--- config.mk ---
export PLATFORM = sky130hd
export DESIGN_NAME = adc_seq_top
export DESIGN_NICKNAME = d
export VERILOG_FILES = /design/src/rtl/adc_seq_pkg.sv /design/src/rtl/adc_clk_sync.sv /design/src/rtl/adc_sar_core.sv /design/src/rtl/adc_seq_ctrl.sv /design/src/rtl/adc_result_bank.sv /design/src/rtl/adc_seq_top.sv
export SDC_FILE = /design/constraint.sdc
export NUM_CORES = 1
export LEC_CHECK = 0
export BUFFER_PORTS_ARGS = -buffer_cell sky130_fd_sc_hd__buf_2
export CORE_MARGIN = 2
export CORE_UTILIZATION = 53
export CTS_CLUSTER_DIAMETER = 40
export CTS_CLUSTER_SIZE = 8
export DETAILED_ROUTE_END_ITERATION = 10
export PLACE_DENSITY_LB_ADDON = 0.08
export SETUP_SLACK_MARGIN = 0.5
export SYNTH_ARGS = -nofsm -noshare
export SYNTH_HDL_FRONTEND = slang
export SYNTH_SLANG_ARGS = --single-unit
--- constraint.sdc ---
create_clock -name clk -period 1.8 [get_ports clk]
set_input_delay 0.36 -clock clk [delete_from_list [all_inputs] [get_ports clk]]
set_output_delay 0.36 -clock clk [all_outputs]
set_load 0.03 [all_outputs]
--- src/rtl/adc_seq_pkg.sv ---
// Shared types of the conversion sequencer.
// Assumes: nothing beyond IEEE 1800-2017.
package adc_seq_pkg;

    // Phases of one conversion inside the search core
    typedef enum logic [1:0] {
        SAR_IDLE   = 2'd0,
        SAR_SAMPLE = 2'd1,
        SAR_STEP   = 2'd2,
        SAR_HOLD   = 2'd3
    } sar_state_e;

    // Control register field positions, derived from the channel width
    function automatic int scan_bit(input int ch_w);
        return ch_w + 1;
    endfunction

    function automatic int multi_bit(input int ch_w);
        return ch_w;
    endfunction

endpackage

--- src/rtl/adc_clk_sync.sv ---
// Brings the free-running alternate oscillator into the bus domain.
// Emits a one-cycle pulse per rising edge it sees.
// Assumes: async_in is slow next to clk (at least two bus cycles per level).
module adc_clk_sync #(
    parameter int STAGES = 2
) (
    input  logic clk,
    input  logic rst_n,
    input  logic async_in,
    output logic rise_o
);
    logic [STAGES:0] sh_q;

    // Shift the asynchronous level through the synchronizer chain
    always_ff @(posedge clk) begin
        if (!rst_n) sh_q <= '0;
        else        sh_q <= {sh_q[STAGES-1:0], async_in};
    end

    // Rising edge seen after the last metastability stage
    always_comb rise_o = sh_q[STAGES-1] & ~sh_q[STAGES];


    rise_single_chk: assert property (@(posedge clk) disable iff (!rst_n)
        rise_o |=> !rise_o);

endmodule

--- src/rtl/adc_sar_core.sv ---
// Runs one successive-approximation conversion: a sample step, then one
// step per bit from MSB down.
// Holds the value until the controller restarts or stops it.
// Assumes: start_i dominates stop_i; adv_i marks the cycles that may step.
module adc_sar_core
    import adc_seq_pkg::*;
#(
    parameter int RES_W = 8
) (
    input  logic             clk,
    input  logic             rst_n,
    input  logic             start_i,
    input  logic             stop_i,
    input  logic             adv_i,
    input  logic             comp_i,
    output logic             sampling_o,
    output logic             hold_o,
    output logic [RES_W-1:0] trial_o,
    output logic [RES_W-1:0] value_o
);
    localparam logic [RES_W-1:0] TOP_BIT = {1'b1, {(RES_W-1){1'b0}}};

    sar_state_e       state_q;
    logic [RES_W-1:0] acc_q;
    logic [RES_W-1:0] mask_q;

    // Phase sequencing and the keep-or-clear decision per bit
    always_ff @(posedge clk) begin
        if (!rst_n) begin
            state_q <= SAR_IDLE;
            acc_q   <= '0;
            mask_q  <= '0;
        end else if (start_i) begin
            state_q <= SAR_SAMPLE;
            acc_q   <= '0;
            mask_q  <= '0;
        end else if (stop_i) begin
            state_q <= SAR_IDLE;
            mask_q  <= '0;
        end else begin
            case (state_q)
                SAR_SAMPLE: if (adv_i) begin
                    state_q <= SAR_STEP;
                    mask_q  <= TOP_BIT;
                end
                SAR_STEP: if (adv_i) begin
                    if (comp_i) acc_q <= acc_q | mask_q;
                    mask_q <= mask_q >> 1;
                    if (mask_q[0]) state_q <= SAR_HOLD;
                end
                default: ;
            endcase
        end
    end

    // Outputs toward the analog side and the controller
    always_comb begin
        sampling_o = (state_q == SAR_SAMPLE);
        hold_o     = (state_q == SAR_HOLD);
        trial_o    = (state_q == SAR_STEP) ? (acc_q | mask_q) : '0;
        value_o    = acc_q;
    end


    last_bit_chk: assert property (@(posedge clk) disable iff (!rst_n)
        (state_q == SAR_STEP && adv_i && mask_q[0] && !start_i && !stop_i) |=> hold_o);


    wait_step_chk: assert property (@(posedge clk) disable iff (!rst_n)
        (sampling_o && !adv_i && !start_i && !stop_i) |=> sampling_o);

endmodule

--- src/rtl/adc_seq_ctrl.sv ---
// Sequence controller. Holds the options and control registers, counts
// result slots, decides commits and restarts, and keeps the completion flag.
// Assumes: SLOTS is a power of two and CH_W is wider than the slot index.
module adc_seq_ctrl
    import adc_seq_pkg::*;
#(
    parameter int CH_W  = 4,
    parameter int SLOTS = 4
) (
    input  logic              clk,
    input  logic              rst_n,
    input  logic              opt_we,
    input  logic [1:0]        opt_din,
    input  logic              ctl_we,
    input  logic [CH_W+1:0]   ctl_din,
    input  logic              rd_en,
    input  logic              hold_i,
    output logic              start_o,
    output logic              stop_o,
    output logic              commit_o,
    output logic [$clog2(SLOTS)-1:0] slot_o,
    output logic [CH_W-1:0]   chan_o,
    output logic              csel_o,
    output logic              ccf_o
);
    localparam int SLOT_W = $clog2(SLOTS);
    localparam int CTL_W  = CH_W + 2;
    localparam int SCAN   = scan_bit(CH_W);
    localparam int MULTI  = multi_bit(CH_W);
    localparam logic [SLOT_W-1:0] LAST_SLOT = SLOT_W'(SLOTS - 1);

    logic              adpu_q;
    logic              csel_q;
    logic [CTL_W-1:0]  ctl_q;
    logic [SLOT_W-1:0] slot_q;
    logic              ccf_q;

    logic ctl_go;
    logic commit_ok;
    logic last_slot;
    logic again;

    // Accept, commit and restart decisions for this cycle
    always_comb begin
        ctl_go    = ctl_we & adpu_q;
        commit_ok = ~csel_q | ~rd_en;
        commit_o  = hold_i & commit_ok & adpu_q & ~ctl_go;
        last_slot = (slot_q == LAST_SLOT);
        again     = ~last_slot | ctl_q[SCAN];
        start_o   = ctl_go | (commit_o & again);
        stop_o    = ~adpu_q | (commit_o & ~again);
    end

    // Channel for the current slot: fixed, or group base plus slot
    always_comb begin
        if (ctl_q[MULTI]) chan_o = {ctl_q[CH_W-1:SLOT_W], slot_q};
        else              chan_o = ctl_q[CH_W-1:0];
    end

    // Options register: power-up and step-clock select
    always_ff @(posedge clk) begin
        if (!rst_n) begin
            adpu_q <= 1'b0;
            csel_q <= 1'b0;
        end else if (opt_we) begin
            adpu_q <= opt_din[1];
            csel_q <= opt_din[0];
        end
    end

    // Control register, written only while powered up
    always_ff @(posedge clk) begin
        if (!rst_n)      ctl_q <= '0;
        else if (ctl_go) ctl_q <= ctl_din;
    end

    // Slot counter and completion flag
    always_ff @(posedge clk) begin
        if (!rst_n) begin
            slot_q <= '0;
            ccf_q  <= 1'b0;
        end else if (ctl_go) begin
            slot_q <= '0;
            ccf_q  <= 1'b0;
        end else if (commit_o) begin
            slot_q <= slot_q + SLOT_W'(1);
            if (last_slot) ccf_q <= 1'b1;
        end
    end

    always_comb begin
        slot_o = slot_q;
        csel_o = csel_q;
        ccf_o  = ccf_q;
    end


    ccf_set_chk: assert property (@(posedge clk) disable iff (!rst_n)
        $rose(ccf_q) |-> ($past(commit_o) && $past(slot_q) == LAST_SLOT));


    restart_chk: assert property (@(posedge clk) disable iff (!rst_n)
        (ctl_we && adpu_q) |=> (!ccf_q && slot_q == '0));


    powered_down_chk: assert property (@(posedge clk) disable iff (!rst_n)
        (!adpu_q && !opt_we) |=> (!start_o && !commit_o));

endmodule

--- src/rtl/adc_result_bank.sv ---
// Result storage: one register per slot, written at commit.
// Assumes: at most one slot is written per cycle.
module adc_result_bank #(
    parameter int RES_W = 8,
    parameter int SLOTS = 4
) (
    input  logic                     clk,
    input  logic                     rst_n,
    input  logic                     wr_en,
    input  logic [$clog2(SLOTS)-1:0] wr_slot,
    input  logic [RES_W-1:0]         wr_data,
    output logic [SLOTS*RES_W-1:0]   slots_o
);
    localparam int SLOT_W = $clog2(SLOTS);

    for (genvar g = 0; g < SLOTS; g++) begin : g_slot
        logic [RES_W-1:0] res_q;

        // Capture the committed value when this slot is addressed
        always_ff @(posedge clk) begin
            if (!rst_n)                                   res_q <= '0;
            else if (wr_en && wr_slot == SLOT_W'(g))      res_q <= wr_data;
        end

        assign slots_o[g*RES_W +: RES_W] = res_q;
    end

endmodule

--- src/rtl/adc_seq_top.sv ---
// Four-slot conversion sequencer top. It ties the step-clock synchronizer,
// the search core, the controller and the result bank together.
// Assumes: the external comparator settles within one bus cycle.
module adc_seq_top #(
    parameter int RES_W = 8,
    parameter int CH_W  = 4,
    parameter int SLOTS = 4
) (
    input  logic                     clk,
    input  logic                     rst_n,
    input  logic                     alt_clk,
    input  logic                     opt_we,
    input  logic [1:0]               opt_din,
    input  logic                     ctl_we,
    input  logic [CH_W+1:0]          ctl_din,
    input  logic                     rd_en,
    input  logic [$clog2(SLOTS)-1:0] rd_sel,
    output logic [RES_W-1:0]         rd_data,
    input  logic                     comp_in,
    output logic [CH_W-1:0]          mux_sel,
    output logic [RES_W-1:0]         dac_code,
    output logic                     sampling,
    output logic                     ccf
);
    localparam int SLOT_W = $clog2(SLOTS);

    logic              alt_rise;
    logic              csel;
    logic              adv;
    logic              start;
    logic              stop;
    logic              commit;
    logic              hold;
    logic [SLOT_W-1:0] slot;
    logic [RES_W-1:0]  value;
    logic [SLOTS*RES_W-1:0] bank_flat;

    adc_clk_sync #(.STAGES(2)) u_sync (
        .clk      (clk),
        .rst_n    (rst_n),
        .async_in (alt_clk),
        .rise_o   (alt_rise)
    );

    // Step enable: every cycle, or only on synchronized oscillator edges
    always_comb adv = csel ? alt_rise : 1'b1;

    adc_sar_core #(.RES_W(RES_W)) u_core (
        .clk        (clk),
        .rst_n      (rst_n),
        .start_i    (start),
        .stop_i     (stop),
        .adv_i      (adv),
        .comp_i     (comp_in),
        .sampling_o (sampling),
        .hold_o     (hold),
        .trial_o    (dac_code),
        .value_o    (value)
    );

    adc_seq_ctrl #(.CH_W(CH_W), .SLOTS(SLOTS)) u_ctrl (
        .clk      (clk),
        .rst_n    (rst_n),
        .opt_we   (opt_we),
        .opt_din  (opt_din),
        .ctl_we   (ctl_we),
        .ctl_din  (ctl_din),
        .rd_en    (rd_en),
        .hold_i   (hold),
        .start_o  (start),
        .stop_o   (stop),
        .commit_o (commit),
        .slot_o   (slot),
        .chan_o   (mux_sel),
        .csel_o   (csel),
        .ccf_o    (ccf)
    );

    adc_result_bank #(.RES_W(RES_W), .SLOTS(SLOTS)) u_bank (
        .clk     (clk),
        .rst_n   (rst_n),
        .wr_en   (commit),
        .wr_slot (slot),
        .wr_data (value),
        .slots_o (bank_flat)
    );

    // Bus read of one result slot
    always_comb rd_data = bank_flat[rd_sel*RES_W +: RES_W];


    read_guard_chk: assert property (@(posedge clk) disable iff (!rst_n)
        (csel && rd_en) |=> $stable(bank_flat));

endmodule

==> metrics.txt <==
# TYPE chip_impl_metric gauge
chip_impl_info{name="run_status",value="complete, no violations"} 1
chip_impl_metric{name="cellPowerDensity",unit="mW/mm^2"} 737.7
chip_impl_metric{name="ff2ff_setup_slack",unit="ns"} 0.21
chip_impl_metric{name="relSlewSlack",unit=""} 0.7254
chip_impl_metric{name="path_clk_slew",unit="ns"} 0.07
chip_impl_metric{name="initial_antenna_violation_count",unit=""} 0
chip_impl_metric{name="first_iter_violations",unit=""} 103
chip_impl_metric{name="synth-async-reset-ratio",unit=""} 0
chip_impl_metric{name="synth_warnings",unit=""} 0
chip_impl_info{name="worstHoldEndpoint",value="u_sync.sh_q[0]"} 1
chip_impl_metric{name="slew_violations",unit=""} 0
chip_impl_metric{name="tightest_slew",unit="ns"} 0.4119
chip_impl_metric{name="final_setup_skew",unit="ns"} 0.005351
chip_impl_metric{name="detail_route.wl_per_cell",unit="um"} 15.31
chip_impl_metric{name="critical_path_peak_fanout",unit=""} 2
chip_impl_metric{name="critPathRequiredTime",unit="ns"} 1.44
chip_impl_metric{name="h-tree-depth",unit=""} 3
chip_impl_metric{name="die_w",unit="um"} 75.71
chip_impl_info{name="netlist.top_cell.by_area",value="dfxtp_1"} 1
chip_impl_metric{name="critical_path_arrival",unit="ns"} 1.28
chip_impl_info{name="hold_start",value="alt_clk"} 1
chip_impl_metric{name="report.final.setup_viol",unit=""} 0
chip_impl_metric{name="synth_sequential_area_ratio",unit=""} 0.4702
chip_impl_metric{name="grt_max_degree",unit=""} 42
chip_impl_info{name="startpoint_of_the_worst_register_to_register_path",value="u_core.state_q[0]"} 1
chip_impl_metric{name="global_route.overflow_total",unit=""} 0
chip_impl_metric{name="max_clock_freq",unit="MHz"} 610.7
chip_impl_info{name="timing.critical_path.max_delay_family",value="multiplexers"} 1
chip_impl_metric{name="die_height",unit="um"} 75.71
chip_impl_metric{name="drt_drc_violations_left",unit=""} 0
chip_impl_info{name="worst_path_max_delay_cell",value="mux4_2"} 1
chip_impl_info{name="grt_setup_unrepaired",value="true"} 1
chip_impl_metric{name="static-leakage-power",unit="nW"} 1.573
chip_impl_metric{name="finalHoldViolations",unit=""} 0
chip_impl_info{name="worst_setup_path_startpoint",value="u_bank.g_slot[3].res_q[4]"} 1
chip_impl_metric{name="count_of_flip_flops_with_a_built_in_enable_after_synthesis",unit=""} 0
chip_impl_metric{name="antenna_left",unit=""} 0
chip_impl_metric{name="design.final.nets",unit=""} 342
chip_impl_metric{name="place_congestion",unit=""} 0.7384
chip_impl_metric{name="synth-seq-cells",unit=""} 64
chip_impl_metric{name="placeableCoreArea",unit="sq mm"} 0.005042
chip_impl_info{name="cp_cell_sequence",value="mux4_2 -> buf_6"} 1
chip_impl_metric{name="pin_count",unit=""} 39
chip_impl_info{name="ctsRootBufferMaster",value="clkbuf_8"} 1
chip_impl_info{name="cts_tree",value="built"} 1
chip_impl_metric{name="io_buffer_count",unit=""} 38
chip_impl_metric{name="std_cell_rows",unit=""} 26
chip_impl_metric{name="reg2regPathDepth",unit=""} 7
chip_impl_info{name="post-synth-top-count-cell",value="dfxtp_1"} 1
chip_impl_info{name="worstSetupPathType",value="flip-flop to output port"} 1
chip_impl_metric{name="start_util",unit=""} 0.5404
chip_impl_metric{name="period_minus_slack",unit="ns"} 1.638
chip_impl_metric{name="synth_instances",unit=""} 266
chip_impl_metric{name="post_syn_nets",unit=""} 290
chip_impl_info{name="worstSetupEndpointType",value="output port"} 1
chip_impl_metric{name="syn_area_per_cell",unit="sq um"} 10.24
chip_impl_metric{name="first_global_vias",unit=""} 1909
chip_impl_metric{name="whs_path_depth",unit=""} 2
chip_impl_info{name="worst_hold_path_type",value="input pin to flip-flop"} 1
chip_impl_metric{name="hold_slack",unit="ns"} 0.2368
chip_impl_info{name="worst_setup_path_start_kind",value="flip-flop"} 1
chip_impl_metric{name="numCtsBuffers",unit=""} 9
chip_impl_info{name="synth.area.top_cells",value="dfxtp_1 (47%), mux2i_1 (13%), nand2_1 (7.3%)"} 1
chip_impl_metric{name="cts.sink_count",unit=""} 64
chip_impl_metric{name="avgViaCountPerCell",unit=""} 5.260
chip_impl_metric{name="finalWirelength",unit="mm"} 6.018
chip_impl_metric{name="first_pass_grt_wire_length",unit="mm"} 9.163
chip_impl_metric{name="via_count",unit=""} 2067
chip_impl_metric{name="max-cap-violations",unit=""} 0
chip_impl_metric{name="worst-path-buf-inv",unit=""} 1
chip_impl_metric{name="clk_latency",unit="ns"} 0.33
chip_impl_metric{name="clk_path_buf_depth",unit=""} 2
chip_impl_metric{name="synth_cell_types",unit=""} 37
chip_impl_metric{name="setup_total_negative_slack",unit="ns"} 0
chip_impl_info{name="synthTopCellsByCount",value="dfxtp_1 (64), nand2_1 (53), mux2i_1 (35)"} 1
chip_impl_metric{name="diodes",unit=""} 0
chip_impl_info{name="synth_flop_cell",value="dfxtp_1"} 1
chip_impl_info{name="worst_r2r_endpoint",value="u_bank.g_slot[0].res_q[6]"} 1
chip_impl_metric{name="syn-cell-area",unit="sq mm"} 0.002725
chip_impl_metric{name="areaGrowthSynthToFinish",unit="%"} 39.12
chip_impl_metric{name="vdd_ir_drop_max",unit="uV"} 511.0
chip_impl_metric{name="synth_top_area_frac",unit=""} 0.4702
chip_impl_metric{name="die-area",unit="sq mm"} 0.005731
chip_impl_metric{name="first_pass_iters",unit=""} 4
chip_impl_metric{name="track_usage",unit=""} 0.2178
chip_impl_metric{name="fin_crit_sh",unit=""} 0.9097
chip_impl_metric{name="place.detailed.hpwl",unit="mm"} 3.652
chip_impl_metric{name="drive_gt1_frac",unit=""} 0.4025
chip_impl_metric{name="cp_slowest_stage_delay",unit="ns"} 0.48
==> area by class of cell <==
class / count / area (sq um)
sequential: 64 / 1300
tap: 70 / 87.58
fill: 338 / 1251
clock buffer: 13 / 158.9
clock inverter: 3 / 40.04
inverter: 5 / 18.77
timing repair buffer: 56 / 515.5
multi-input combinational: 182 / 1670
==> how the worst max path moves through the flow <==
stage,end,cells past startpoint
2_1_floorplan,u_bank.g_slot[0].res_q[0],5
3_3_place_gp,rd_data[2],3
3_5_place_dp,rd_data[4],3
4_1_cts,rd_data[7],2
5_1_grt,rd_data[4],2
6_report,rd_data[4],2
==> cells by family after synthesis <==
group / Yosys count / share of synthesized area
adders and majority gates: 7 / 0.03214
and+or+nand+nor: 86 / 0.1396
xor gates and xnor gates: 1 / 0.003215
muxes: 45 / 0.2029
buffers and inverters: 21 / 0.03259
AOI/OAI and AO/OA: 42 / 0.1194
DFF: 64 / 0.4702
==> flip-flops by register name, indices dropped and copies added, names as in the netlist <==
| signal | flops |
|---|---|
| u_ctrl.ccf_o | 1 |
| u_ctrl.csel_o | 1 |
| u_core.value_o | 8 |
| u_ctrl.adpu_q | 1 |
| u_ctrl.ctl_q | 6 |
| u_core.mask_q | 8 |
| u_bank.g_slot.res_q | 32 |
| u_sync.sh_q | 3 |
| u_ctrl.slot_o | 2 |
| u_core.state_q | 2 |
==> placed cells by master, fill, tap and decap left out, types with 3 or more instances in the layout <==
cell / synthesis / layout
dfxtp_2: 0 / 6
and2_1: 3 / 3
ha_1: 7 / 3
buf_2: 1 / 18
buf_12: 0 / 4
mux4_2: 8 / 8
dfxtp_4: 0 / 3
inv_1: 5 / 3
a22oi_2: 0 / 7
buf_6: 0 / 24
nand2_1: 53 / 51
a22o_1: 8 / 8
a21boi_0: 6 / 6
nand3_1: 6 / 6
nor2_1: 11 / 11
ha_4: 0 / 4
buf_4: 2 / 10
clkbuf_8: 0 / 11
dfxtp_1: 64 / 55
mux2i_1: 35 / 35
o21a_4: 0 / 8
nand2_8: 0 / 4
==> power breakdown <==
| part | switching, mW | total [mW] | internal, mW |
|---|---|---|---|
| Combinational | 0.0790 | 0.136 | 0.0574 |
| Clock | 0.518 | 1.23 | 0.712 |
| Sequential | 0.00792 | 1.43 | 1.42 |
| Total | 0.605 | 2.80 | 2.19 |
==> what timing repair did <==
item                                    4_1_cts  5_1_grt
setup buffers                                 6        6
pin swaps                                     7       11
cloned                                        1        0
gates resized for setup                      88       12
hold buffers                                  0        0
endpoints found under the setup margin       71       72
==> layer usage <==
| metal | wire, um | vias to the layer above | global-route usage | part of all wire |
|---|---|---|---|---|
| li1 | - | 1040 | - | - |
| met3 | 157 | 11 | 0.05159 | 0.026 |
| met1 | 2716 | 979 | 0.2798 | 0.45 |
| met4 | 105 | 0 | 0.1053 | 0.017 |
| met5 | 0 | - | 0 | 0 |
| met2 | 3037 | 37 | 0.3459 | 0.50 |
==> metrics by stage <==
step	std cells	cell area (sq um)	setup WS (ns)	power [mW]	utilization
after floorplan	266	2870	0.2720	1.545	-
after global placement	364	3078	0.08130	1.577	0.6104
after detailed placement	364	3078	0.08563	1.577	0.6104
after CTS	387	3694	0.1489	2.810	0.7325
after global routing	393	3791	0.1182	2.887	0.7519
final	393	3791	0.1625	2.797	0.7519
==> worst reg2reg max path: stages, from the launching register on <==
cell and delay [ns]:
dfxtp_4 0.36, buf_12 0.10, ha_4 0.12, a21bo_4 0.23, nor3b_4 0.22, buf_12 0.19, nand2_8 0.11, mux2i_1 0.14
(Power assumes the default switching activity.)
